==> config.mk <==
export PLATFORM = sky130hd
export DESIGN_NAME = adc_seq_ctrl
export DESIGN_NICKNAME = d
export VERILOG_FILES = /design/src/rtl/adc_seq_pkg.sv /design/src/rtl/adc_seq_group.sv /design/src/rtl/adc_seq_wdg.sv /design/src/rtl/adc_seq_ctrl.sv
export SDC_FILE = /design/constraint.sdc
export NUM_CORES = 1
export LEC_CHECK = 0
export ABC_AREA = 1
export BUFFER_PORTS_ARGS = -buffer_cell sky130_fd_sc_hd__buf_2
export CORE_MARGIN = 5
export CORE_UTILIZATION = 46
export CTS_BUF_LIST = sky130_fd_sc_hd__clkbuf_8 sky130_fd_sc_hd__clkbuf_16
export DETAILED_ROUTE_END_ITERATION = 10
export GPL_ROUTABILITY_DRIVEN = 1
export PLACE_DENSITY = 0.75
export SYNTH_ARGS = -nofsm -noshare
export SYNTH_HDL_FRONTEND = slang
export SYNTH_HIERARCHICAL = 1
export SYNTH_SLANG_ARGS = --single-unit
==> constraint.sdc <==
create_clock -name clk -period 4.5 [get_ports clk]
set_input_delay 0.225 -clock clk [delete_from_list [all_inputs] [get_ports clk]]
set_output_delay 0.225 -clock clk [all_outputs]
set_load 0.005 [all_outputs]
==> src/rtl/adc_seq_pkg.sv <==
package adc_seq_pkg;

   typedef enum logic {
      GRP_REG = 1'b0,
      GRP_INJ = 1'b1
   } grp_e;

   function automatic int idx_w(input int depth);
      return (depth > 1) ? $clog2(depth) : 1;
   endfunction

endpackage

==> src/rtl/adc_seq_group.sv <==
module adc_seq_group
   import adc_seq_pkg::*;
#(
   parameter int DEPTH    = 16,
   parameter int CH_W     = 5,
   parameter int DATA_W   = 12,
   parameter int DISC_W   = 3,
   parameter bit PER_RANK = 1'b0,
   localparam int IDX_W   = idx_w(DEPTH),
   localparam int NSLOT   = PER_RANK ? DEPTH : 1
) (
   input  logic                    clk,
   input  logic                    rst_n,
   input  logic [DEPTH*CH_W-1:0]   list,
   input  logic [IDX_W-1:0]        len_m1,
   input  logic                    scan_en,
   input  logic                    disc_en,
   input  logic [DISC_W-1:0]       disc_m1,
   input  logic                    req_i,
   input  logic                    begin_i,
   input  logic                    done_i,
   input  logic                    abort_i,
   input  logic [DATA_W-1:0]       res_i,
   output logic                    pend_o,
   output logic                    active_o,
   output logic [CH_W-1:0]         chan_o,
   output logic                    seq_end_o,
   output logic [NSLOT*DATA_W-1:0] res_o
);

   localparam int LEFT_W = (IDX_W > DISC_W) ? IDX_W : DISC_W;

   logic [IDX_W-1:0]  pos;
   logic [LEFT_W-1:0] left;
   logic [CH_W-1:0]   ent [DEPTH];
   logic              at_tail;
   logic [IDX_W-1:0]  nxt_pos;

   for (genvar g = 0; g < DEPTH; g++) begin : g_ent
      assign ent[g] = list[g*CH_W +: CH_W];
   end

   assign at_tail   = (pos >= len_m1);
   assign nxt_pos   = at_tail ? '0 : pos + 1'b1;
   assign chan_o    = ent[pos];
   assign seq_end_o = disc_en ? at_tail : (left == '0);

   always_ff @(posedge clk or negedge rst_n) begin
      if (!rst_n) begin
         pend_o   <= 1'b0;
         active_o <= 1'b0;
         pos      <= '0;
         left     <= '0;
      end else begin
         if (req_i)
            pend_o <= 1'b1;
         else if (begin_i)
            pend_o <= 1'b0;

         if (begin_i) begin
            active_o <= 1'b1;
            if (disc_en) begin
               left <= LEFT_W'(disc_m1);
            end else begin
               pos  <= '0;
               left <= scan_en ? LEFT_W'(len_m1) : '0;
            end
         end else if (done_i) begin
            if (abort_i) begin
               active_o <= 1'b0;
               pos      <= '0;
            end else if (left == '0) begin
               active_o <= 1'b0;
               pos      <= disc_en ? nxt_pos : '0;
            end else begin
               left <= left - 1'b1;
               pos  <= nxt_pos;
            end
         end
      end
   end

   if (PER_RANK) begin : g_slots
      for (genvar s = 0; s < NSLOT; s++) begin : g_slot
         always_ff @(posedge clk or negedge rst_n) begin
            if (!rst_n)
               res_o[s*DATA_W +: DATA_W] <= '0;
            else if (done_i && (pos == IDX_W'(s)))
               res_o[s*DATA_W +: DATA_W] <= res_i;
         end
      end
   end else begin : g_single
      always_ff @(posedge clk or negedge rst_n) begin
         if (!rst_n)
            res_o <= '0;
         else if (done_i)
            res_o <= res_i;
      end
   end

endmodule

==> src/rtl/adc_seq_wdg.sv <==
module adc_seq_wdg #(
   parameter int CH_W   = 5,
   parameter int DATA_W = 12
) (
   input  logic              valid_i,
   input  logic [DATA_W-1:0] data_i,
   input  logic [CH_W-1:0]   chan_i,
   input  logic [DATA_W-1:0] low_i,
   input  logic [DATA_W-1:0] high_i,
   input  logic              single_i,
   input  logic [CH_W-1:0]   sel_i,
   output logic              trip_o
);

   logic watched;
   logic outside;

   assign watched = !single_i || (chan_i == sel_i);
   assign outside = (data_i < low_i) || (data_i > high_i);
   assign trip_o  = valid_i && watched && outside;

endmodule

==> src/rtl/adc_seq_ctrl.sv <==
module adc_seq_ctrl
   import adc_seq_pkg::*;
#(
   parameter int CH_W       = 5,
   parameter int DATA_W     = 12,
   parameter int REG_DEPTH  = 16,
   parameter int INJ_DEPTH  = 4,
   parameter int DISC_W     = 3,
   localparam int REG_IDX_W = idx_w(REG_DEPTH),
   localparam int INJ_IDX_W = idx_w(INJ_DEPTH)
) (
   input  logic                        clk,
   input  logic                        rst_n,
   input  logic                        reg_start,
   input  logic                        inj_start,
   input  logic                        scan_en,
   input  logic                        reg_disc_en,
   input  logic                        inj_disc_en,
   input  logic [DISC_W-1:0]           disc_cnt,
   input  logic                        auto_inj_en,
   input  logic [REG_IDX_W-1:0]        reg_len,
   input  logic [INJ_IDX_W-1:0]        inj_len,
   input  logic [REG_DEPTH*CH_W-1:0]   reg_list,
   input  logic [INJ_DEPTH*CH_W-1:0]   inj_list,
   input  logic                        wdg_single,
   input  logic [CH_W-1:0]             wdg_chan,
   input  logic [DATA_W-1:0]           wdg_low,
   input  logic [DATA_W-1:0]           wdg_high,
   input  logic                        wdg_int_en,
   input  logic                        eoc_int_en,
   input  logic                        jeoc_int_en,
   input  logic                        eoc_clr,
   input  logic                        jeoc_clr,
   input  logic                        wdg_clr,
   output logic                        conv_start,
   output logic [CH_W-1:0]             conv_chan,
   input  logic                        conv_done,
   input  logic [DATA_W-1:0]           conv_data,
   output logic [DATA_W-1:0]           reg_data,
   output logic [INJ_DEPTH*DATA_W-1:0] inj_data,
   output logic                        eoc_flag,
   output logic                        jeoc_flag,
   output logic                        wdg_flag,
   output logic                        eoc_irq,
   output logic                        jeoc_irq,
   output logic                        wdg_irq,
   output logic                        busy
);

   if (REG_DEPTH < 2 || (REG_DEPTH & (REG_DEPTH - 1)) != 0) begin : g_bad_reg_depth
      $error("REG_DEPTH must be a power of two of at least 2");
   end
   if (INJ_DEPTH < 2 || (INJ_DEPTH & (INJ_DEPTH - 1)) != 0) begin : g_bad_inj_depth
      $error("INJ_DEPTH must be a power of two of at least 2");
   end
   if (CH_W < 1 || DATA_W < 2 || DISC_W < 1) begin : g_bad_width
      $error("CH_W, DATA_W and DISC_W are too narrow");
   end

   logic            in_flight;
   grp_e            cur_grp;
   logic            start_q;
   logic [CH_W-1:0] chan_q;

   logic            reg_pend, reg_act, reg_seq_end;
   logic            inj_pend, inj_act, inj_seq_end;
   logic [CH_W-1:0] reg_chan, inj_chan;

   logic            done_ok, reg_done, inj_done;
   logic            trip, abort;
   logic            reg_begin, inj_begin, issue_reg, issue_inj;
   logic            eoc_set, jeoc_set, inj_req;

   assign done_ok  = conv_done && in_flight;
   assign reg_done = done_ok && (cur_grp == GRP_REG);
   assign inj_done = done_ok && (cur_grp == GRP_INJ);
   assign abort    = trip && wdg_int_en;

   assign inj_begin = !in_flight && !inj_act && inj_pend;
   assign issue_inj = !in_flight && inj_act;
   assign reg_begin = !in_flight && !inj_act && !inj_pend && !reg_act && reg_pend;
   assign issue_reg = !in_flight && !inj_act && !inj_pend && reg_act;

   assign eoc_set  = reg_done && reg_seq_end && !abort;
   assign jeoc_set = inj_done && inj_seq_end && !abort;
   assign inj_req  = inj_start || (auto_inj_en && eoc_set);

   adc_seq_group #(
      .DEPTH(REG_DEPTH), .CH_W(CH_W), .DATA_W(DATA_W), .DISC_W(DISC_W), .PER_RANK(1'b0)
   ) u_reg_grp (
      .clk(clk), .rst_n(rst_n), .list(reg_list), .len_m1(reg_len),
      .scan_en(scan_en), .disc_en(reg_disc_en), .disc_m1(disc_cnt),
      .req_i(reg_start), .begin_i(reg_begin), .done_i(reg_done), .abort_i(abort),
      .res_i(conv_data), .pend_o(reg_pend), .active_o(reg_act), .chan_o(reg_chan),
      .seq_end_o(reg_seq_end), .res_o(reg_data)
   );

   adc_seq_group #(
      .DEPTH(INJ_DEPTH), .CH_W(CH_W), .DATA_W(DATA_W), .DISC_W(DISC_W), .PER_RANK(1'b1)
   ) u_inj_grp (
      .clk(clk), .rst_n(rst_n), .list(inj_list), .len_m1(inj_len),
      .scan_en(scan_en), .disc_en(inj_disc_en), .disc_m1('0),
      .req_i(inj_req), .begin_i(inj_begin), .done_i(inj_done), .abort_i(abort),
      .res_i(conv_data), .pend_o(inj_pend), .active_o(inj_act), .chan_o(inj_chan),
      .seq_end_o(inj_seq_end), .res_o(inj_data)
   );

   adc_seq_wdg #(.CH_W(CH_W), .DATA_W(DATA_W)) u_wdg (
      .valid_i(done_ok), .data_i(conv_data), .chan_i(chan_q),
      .low_i(wdg_low), .high_i(wdg_high), .single_i(wdg_single),
      .sel_i(wdg_chan), .trip_o(trip)
   );

   always_ff @(posedge clk or negedge rst_n) begin
      if (!rst_n) begin
         in_flight <= 1'b0;
         cur_grp   <= GRP_REG;
         start_q   <= 1'b0;
         chan_q    <= '0;
      end else begin
         start_q <= 1'b0;
         if (done_ok)
            in_flight <= 1'b0;
         if (issue_inj || issue_reg) begin
            in_flight <= 1'b1;
            start_q   <= 1'b1;
            cur_grp   <= issue_inj ? GRP_INJ : GRP_REG;
            chan_q    <= issue_inj ? inj_chan : reg_chan;
         end
      end
   end

   always_ff @(posedge clk or negedge rst_n) begin
      if (!rst_n) begin
         eoc_flag  <= 1'b0;
         jeoc_flag <= 1'b0;
         wdg_flag  <= 1'b0;
      end else begin
         if (eoc_set)       eoc_flag  <= 1'b1;
         else if (eoc_clr)  eoc_flag  <= 1'b0;
         if (jeoc_set)      jeoc_flag <= 1'b1;
         else if (jeoc_clr) jeoc_flag <= 1'b0;
         if (trip)          wdg_flag  <= 1'b1;
         else if (wdg_clr)  wdg_flag  <= 1'b0;
      end
   end

   assign conv_start = start_q;
   assign conv_chan  = chan_q;
   assign eoc_irq    = eoc_flag && eoc_int_en;
   assign jeoc_irq   = jeoc_flag && jeoc_int_en;
   assign wdg_irq    = wdg_flag && wdg_int_en;
   assign busy       = in_flight || reg_act || inj_act || reg_pend || inj_pend;

endmodule

---- Yosys cells after proc, flatten, opt, wreduce, memory -nomap -nowiden ----
Cells that the tools add are included.
operators by class
  $add $sub $neg .......................... 4
  magnitude comparators ................... 6
  equal/unequal tests ..................... 10
  muxes and demuxes ....................... 57
  bitwise logic cells ..................... 3
  reductions and logical operators ........ 58
operators with widths
  cell                                          count
  2-to-1 mux 4 bit                              13
  logical AND 1 bit                             25
  2-to-1 mux 5 bit                              5
  2-to-1 mux 1 bit                              24
  binary-select mux 5 bit (select 4 bit)        1
  2-to-1 mux 2 bit                              8
  nonzero test 2 bit                            8
  2-to-1 mux 3 bit                              5
  > comparator 12 bit                           1
  less-than comparator 12 bit                   1
  binary-select mux 5 bit (select 2 bit)        1
  logical OR 1 bit                              8
  inequality test 2 bit, second input constant  4
  AND reduction 2 bit                           4
  zero test 1 bit                               6
  AND reduction 3 bit                           2
  nonzero test 3 bit                            2
  == test 5 bit                                 1
  >= comparator 5 bit, second input constant    1
  NOT 4 -> 5 bit                                1
  adder 4 x 1 -> 4 bit, second input constant   1
  == test 2 bit, second input constant          2
  >= comparator 4 bit                           1
  zero test 4 bit                               1
  other kinds (11)                              12
storage, ports and cells
  bits in registers ....................... 88
  input bits .............................. 166
  output and inout port bits .............. 73
  word-level logic and storage cells ...... 158

---- Logic depth before layout (Yosys ltp) ----
Gate-level depths: netlist (run 1).
  depth after elaboration ................. 10
  gate-level depth with buffers ........... 19
  gate-level depth less buffers ........... 19

---- Hierarchy ----
The synthesis (run 1) kept the hierarchy.
modules (own cells, without submodules)
  module                      times used  cells an instance  area each (um^2)  sequential area each (um^2)
  adc_seq_group at u_inj_grp  1           270                2398.6            1376.3
  adc_seq_group at u_reg_grp  1           314                1960.6            550.5
  adc_seq_wdg                 1           125                745.7             0.0
  adc_seq_ctrl                1           84                 629.4             275.3

---- Worst setup path before layout (run 1) ----
No wires, ideal clock.
  path kind ............................... in2reg
  start ................................... input wdg_high[11]
  end ..................................... register u_reg_grp.left[0]
  library setup time ...................... 0.124 ns
  data arrival time ....................... 1.676 ns
  required time ........................... 4.376 ns
  slack ................................... 2.700 ns
  cell stages on the path ................. 17
  path buffers ............................ 0
  cells stage by stage .................... inv_1 -> ha_1 -> nand2_1 -> inv_2 -> nand2_4 -> nor2_4 -> nand4_1 -> nand2_1 -> a21oi_2 -> nand2_1 -> inv_1 -> inv_1 -> nand2_1 -> o21ai_2 -> inv_1 -> nand2_1 -> nand3_1
on the way
  word-level cells in the longest chain between the ends .. 6
RTL lines
  item                                      line                 source
  start: declaration                        adc_seq_ctrl.sv:28   input logic [DATA_W-1:0] wdg_high,
  > comparator 12 bit                       adc_seq_wdg.sv:19    assign outside = (data_i < low_i) || (data_i > high_i);
  logical OR 1 bit                          adc_seq_wdg.sv:19
  logical AND 1 bit                         adc_seq_wdg.sv:20    assign trip_o = valid_i && watched && outside;
  via trip                                  adc_seq_ctrl.sv:70   logic trip, abort;
  logical AND 1 bit                         adc_seq_ctrl.sv:77   assign abort = trip && wdg_int_en;
  via abort                                 adc_seq_ctrl.sv:70
  inequality test 2 x 1 -> 1 bit (no line)  n/a
  AND reduction 3 bit (no line)             n/a
  end signal: assignment                    adc_seq_group.sv:63  left <= LEFT_W'(disc_m1);
  end signal: assignment                    adc_seq_group.sv:66  left <= scan_en ? LEFT_W'(len_m1) : '0;
  end signal: assignment                    adc_seq_group.sv:76  left <= left - 1'b1;
  end: declaration                          adc_seq_group.sv:34  logic [LEFT_W-1:0] left;
The timed path passes the listed nets, and every way through them passes these cells.
A chain may end at the register's enable or synchronous reset.

---- Final worst setup path (run 1) ----
  start ................................... register u_reg_grp.pos[1]
  end ..................................... register chan_q[4], in the netlist conv_chan[4]
on the way
  word-level cells in the longest chain between the ends .. 5
RTL lines
  item                                                  line                 source
  start: declaration                                    adc_seq_group.sv:33  logic [IDX_W-1:0] pos;
  start signal: assignment                              adc_seq_group.sv:74  pos <= disc_en ? nxt_pos : '0;
  start signal: assignment                              adc_seq_group.sv:77  pos <= nxt_pos;
  NOT 4 -> 5 bit (implied by the code)                  adc_seq_group.sv:45  assign chan_o = ent[pos];
  binary-select mux 5 bit (select 4 bit)                adc_seq_group.sv:45
  2-to-1 mux 5 bit (implied by the code) (2 in series)  adc_seq_group.sv:45
  via reg_chan[4]                                       adc_seq_ctrl.sv:67   logic [CH_W-1:0] reg_chan, inj_chan;
  2-to-1 mux 5 bit                                      adc_seq_ctrl.sv:128  chan_q <= issue_inj ? inj_chan : reg_chan;
  end signal: assignment                                adc_seq_ctrl.sv:128
  end: declaration                                      adc_seq_ctrl.sv:63   logic [CH_W-1:0] chan_q;
The timed path passes the listed nets, and every way through them passes these cells. The select of a mux whose other input is x is not followed.

==> impl_metrics.ini, run 1 <==
[cells_and_area]
area_delta_synth_final_pct = 27.0
drive_above_1_share_pct = 28.5
stdcell_area_um2 = 7280
utilization_pct = 60.1
fill_cells = 1184
nets = 1222

[route]
drtIter0Drc = 515
vias_per_cell = 4.99
route.detailed.drc = 0
avgRoutedWirePerCell_um = 14.6
totalWireLength_um = 17500
vias = 5969
drtAntennaViolNets = 0
drt_first_pass_iters = 5

[synthesis]
synth_edf_count = 0
postSynthCellCount = 793
avgSynthCellArea_um2 = 7.23
syn_area_um2 = 5730
synth_cell_types = 38
ys_seq_elements = 88
ys_warn_count = 6
synth_top_cell_by_area = dfrtp_1
synth-main-ff-cell = dfrtp_1
synthArstFlopShare_pct = 100
synth_area_leaders = dfrtp_1 (38%), nand2_1 (14%), ha_1 (8.1%)
ys_seq_area_share_pct = 38.4
synth_top_cell_area_share_pct = 38.4

[min_path]
hold_path_class = input port to register
holdCritStartpoint = eoc_clr
hold_end = eoc_flag
whs_path_depth = 2

[placed_design]
numPortBuffers = 238
placed_area_um2 = 6970
pre_cts_ws_ps = 2210
gp_congestion = 0.871
dpl.hpwl_um = 13800

[timing]
min_period_over_period_pct = 48.8
fin_ws_ps = 2300
max_slew.worst_pin.slew_ps = 779
rsz0062_at_grt = no
slew_headroom_pct = 47.7
period_minus_slack_ps = 2200
setup_violations = 0
hold_violations = 0
fmax_ghz = 0.455
final.setup.tns_ps = 0
fin_skew_ps = 7.08
drv_slew = 0

[power_and_ir_drop]
p_per_area_nw_per_um2 = 557
leakagePower_nw = 4.18
ir_worst_vdd_uv = 232

[clock_tree]
clkTransAtPathRegs_ps = 60
cts_inserted_buffers = 9
insertion_delay_ps = 330
cts.sinks = 88
clockBufferDepth = 2
cts-root-buf = clkbuf_16
cts_setup_buffers = 0
htree_levels = 3
cts_tree = built

[setup_path]
start_kind = register
critPathMaxFanout = 24
r2r_cells = 9
reg2reg_to = conv_chan[4]
reg2reg_slack_ps = 2300
startpoint = u_reg_grp/pos[1]
critPathCaptureType = register
critical_path_class = register to register
arrival_ps = 2420
worstPathRequired_ps = 4730
rr_startpoint = u_reg_grp/pos[1]

[die]
fp.dieArea_um2 = 14800
core_um2 = 12100
start_util_pct = 47.3
die_h_um = 122
ios = 239
rows = 40
die_w_um = 122

[grt]
overflow = 0
gr-usage-all-layers_pct = 23.0
grt_max_degree = 54
grt_pass1_wl_um = 27400
antenna_found_initial = 4
grt_pass1_vias = 5550

[run]
drv_cap = 0

[run_status]
status = finished, final reports clean
[worst max-delay path, cell delays in order (launching register included)]
cell and delay, ps:
dfrtp_1 810, inv_1 520, o211ai_1 230, o211ai_1 150
nand3_1 110, nand2_1 70, nand2_2 60, nand2_1 50
nand2_1 60, nand2_1 40
[routing by layer]
metal | up-vias | share of wire (%) | track usage (%)
met5 | - | 0 | 0
li1 | 3004 | - | -
met4 | 0 | 2.1 | 8.96
met2 | 236 | 46 | 36.3
met3 | 24 | 7.4 | 4.41
met1 | 2705 | 45 | 31.3
[worst max-delay path by stage]
stage | endpoint
after floorplan | u_reg_grp/left[0]
after global placement | u_reg_grp/left[1]
after detailed placement | u_reg_grp/left[1]
after CTS | u_inj_grp/res_o[31]
after global routing | u_inj_grp/res_o[26]
final | conv_chan[4]
[synth_stat cells (7+ instances only)]
library cell	n
o22ai_1	7
o211ai_1	20
o21ai_0	83
dfrtp_1	88
buf_2	8
inv_1	101
nand2_1	213
nand3_1	42
inv_2	14
ha_1	37
a21oi_1	15
o21ai_1	25
nor2_1	76
nand4_1	8
[per-stage QoR]
stage	cells	hold WS, ps	power [mW]
after floorplan	795	-70.6	2.69
after global placement	1175	255	3.30
after detailed placement	1175	263	3.35
after CTS	1192	36.5	4.08
after global routing	1196	50.0	4.43
final	1196	49.6	4.06
[layout make-up]
class	instances	area [um2]	share of cell area, %
clock buffer	10	239	3.28
antenna	4	10.0	0.137
tap	168	210	2.89
sequential	88	2200	30.2
inverter	116	438	6.01
clock inverter	6	48.8	0.670
multi-input combinational	563	2910	40.0
timing repair buffer	241	1220	16.7
[registers in the layout, indices dropped and copies added (netlist names)]
signal              flops
u_inj_grp/left          3
u_inj_grp/active_o      1
u_inj_grp/res_o        48
u_reg_grp/active_o      1
u_reg_grp/res_o        12
wdg_flag                1
u_reg_grp/left          4
u_reg_grp/pend_o        1
conv_start              1
u_inj_grp/pend_o        1
cur_grp                 1
u_reg_grp/pos           4
in_flight               1
conv_chan               5
eoc_flag                1
u_inj_grp/pos           2
jeoc_flag               1
[logic make-up after synthesis]
group | Yosys count | synth area share (%)
AO/OA/AOI/OAI | 159 | 15.5
XOR/XNOR | 3 | 0.458
adder cells (fa/ha/maj) | 37 | 8.07
buffers and inverters | 144 | 10.9
flip-flops | 88 | 38.4
other | 1 | 0.0654
AND/OR/NAND/NOR | 361 | 26.6
[power breakdown]
part / switching, mW / internal [mW]
combinational: 1.12 / 0.777
clock: 0.319 / 0.396
sequential: 0.293 / 1.15
total: 1.73 / 2.32
[repair_timing]
action	in CTS	in global routing
hold buffers	1	0
endpoints found under the hold margin	43	0
resized for setup	0	0
[cells in the final DEF (no fill, tap or decap), drive strengths merged, types with 3 or more instances in the layout]
cell type / count
dfrtp: 88
ha: 37
o211ai: 20
nand2: 221
a21o: 3
o21ai: 109
o22ai: 7
clkbuf: 10
nand3: 43
nand4: 9
a21oi: 17
nor2: 83
buf: 240
conb: 3
diode: 4
inv: 119
(Power assumes the default switching activity.)
==> run 2: changes to the inputs <==
Settings changed: CORE_UTILIZATION 46 to 44.
Clock period 4.5 ns to 1.8 ns, I/O delays scaled along.
==> impl_metrics.ini, run 2 (synthesis results as in run 1) <==
[cells_and_area]
nets = 1265
drive_above_1_share_pct = 32.0
stdcell_area_um2 = 7660
fill_cells = 1224
area_delta_synth_final_pct = 33.5
mostFrequentLayoutCells = buf_2 (237), nand2_1 (206), inv_1 (99)
diodes = 0
top_register = u_inj_grp/res_o
utilization_pct = 60.2
largest_reg_flops = 48
layout_commonest_cell = buf_2

[setup_path]
cp_cell_sequence = nor2_1 > nor2_1 > nor2_1 > nand3_1 > nand2_2 > nand2_2 > a21oi_2 > nand2_2 > inv_4 > inv_1 > nand2_2 > o21ai_4 > nand2_1 > nand3_1
critPathCaptureType = register
crit_family = simple AND/OR/NAND/NOR gates
critPathSlowestCell = dfrtp_1
path_buf_inv = 2
critPathMaxFanout = 7
worstPathRequired_ps = 2020
critical_path_depth = 14
cpMostUsedCell = nand2_2
reg2reg_slack_ps = 7
reg2reg_to = u_reg_grp/left[1]
start_kind = register
max_stage_delay_ps = 410
arrival_ps = 2010
r2r_cells = 14
critical_path_class = register to register
rr_startpoint = conv_chan[4]

[route]
totalWireLength_um = 17600
avgRoutedWirePerCell_um = 14.2
route.detailed.drc = 0
drtAntennaViolNets = 0
drt_first_pass_iters = 5
vias_per_cell = 4.87
vias = 6032
drtIter0Drc = 490

[power_and_ir_drop]
intPower_mw = 6.09
power_frac_seq_pct = 33.0
p_comb_share_pct = 50.6
p_sw_share_pct = 42.3
p_per_area_nw_per_um2 = 1380
total_power_mw = 10.5
leakagePower_nw = 4.40
power.net_switching_mw = 4.46
ir_worst_vdd_uv = 604
power_frac_clock_pct = 16.4

[timing]
fmax_ghz = 0.558
hold_violations = 0
drv_slew = 0
setup_violations = 0
rsz0062_at_grt = yes
min_period_over_period_pct = 99.6
whs_ps = 21.0
period_minus_slack_ps = 1790
final.setup.tns_ps = 0
fin_skew_ps = 8.77

[clock_tree]
cts_tree = built
htree_levels = 3
cts.sinks = 88
cts-root-buf = clkbuf_16
insertion_delay_ps = 340
clockBufferDepth = 2
clkTransAtPathRegs_ps = 70
cts_inserted_buffers = 9

[run]
drv_cap = 0

[min_path]
hold_end = u_reg_grp/left[0]
holdCritStartpoint = reg_len[0]
hold_path_class = input port to register
whs_path_depth = 3

[die]
core_um2 = 12700
fp.dieArea_um2 = 15400
rows = 41
ios = 239
die_w_um = 124
die_h_um = 124
start_util_pct = 45.1

[grt]
gr-usage-all-layers_pct = 22.2
grt_pass1_vias = 5620
grt_max_degree = 43
antenna_found_initial = 0
overflow = 0
grt_pass1_wl_um = 27100

[placed_design]
gp_congestion = 0.875
dpl.hpwl_um = 13900
numPortBuffers = 238
placed_area_um2 = 7290

[run_status]
status = finished, final reports clean
## run 2: cell count changes in the layout (fill, tap and decap cells not counted), moves of 2 or more
cell	delta
dlygate4sd3_1	+4
buf_12	+2
inv_6	-2
diode_2	-4
nand2_1	-7
nand2_2	+7
buf_4	+36
inv_1	-2
## run 2: worst min-delay path, delay by kind of cell
family,cells,cell delay [ps]
simple gates,2,140
buf+inv,1,90
## run 2: power by group through the flow
stage | registers [mW] | logic [mW] | clock network (mW)
6_report | 3.48 | 5.34 | 1.73
5_1_grt | 3.58 | 6.05 | 1.86
4_1_cts | 3.47 | 5.30 | 1.76
3_5_place_dp | 3.49 | 5.24 | 0
3_3_place_gp | 3.49 | 5.12 | 0
2_1_floorplan | 3.49 | 3.24 | 0
## run 2: how the worst max path moves through the flow
| stage | from | end |
|---|---|---|
| floorplan | wdg_high[11] | u_reg_grp/left[0] |
| global placement | conv_data[9] | u_reg_grp/left[0] |
| detailed placement | conv_data[9] | u_reg_grp/left[1] |
| CTS | conv_chan[4] | u_reg_grp/left[1] |
| global route | conv_chan[4] | u_reg_grp/left[1] |
| finish | conv_chan[4] | u_reg_grp/left[1] |
## run 2: timing repair
item / CTS / global route
setup endpoints to repair: 7 / 16
gates resized for setup: 6 / 9
endpoints found under the hold margin: 36 / 0
buffers inserted: 1 / 0
pin swaps: 2 / 17
hold buffers: 5 / 0
## run 2: layer usage
layer,vias up,wire length [um],global-route usage [%]
met5,-,0,0
met4,0,198,5.00
met3,12,1270,2.86
met2,219,8480,37.9
met1,2720,7620,30.2
li1,3081,-,-
## run 2: final cells by class
cell class | instances | area (um2) | share of cell area (%)
repair buffers | 284 | 1580 | 20.6
well taps | 172 | 215 | 2.81
multi-input cells | 563 | 2950 | 38.5
flip-flops and latches | 88 | 2200 | 28.8
clock inverters | 6 | 45.0 | 0.588
clock buffers | 9 | 225 | 2.94
inverters | 116 | 440 | 5.75
## run 2: stage by stage
stage | std cells | setup WS [ps]
after floorplan | 795 | 135
after global placement | 1217 | -111
after global routing | 1238 | -110
after detailed placement | 1217 | -212
final | 1238 | 7.10
after CTS | 1238 | 11.1
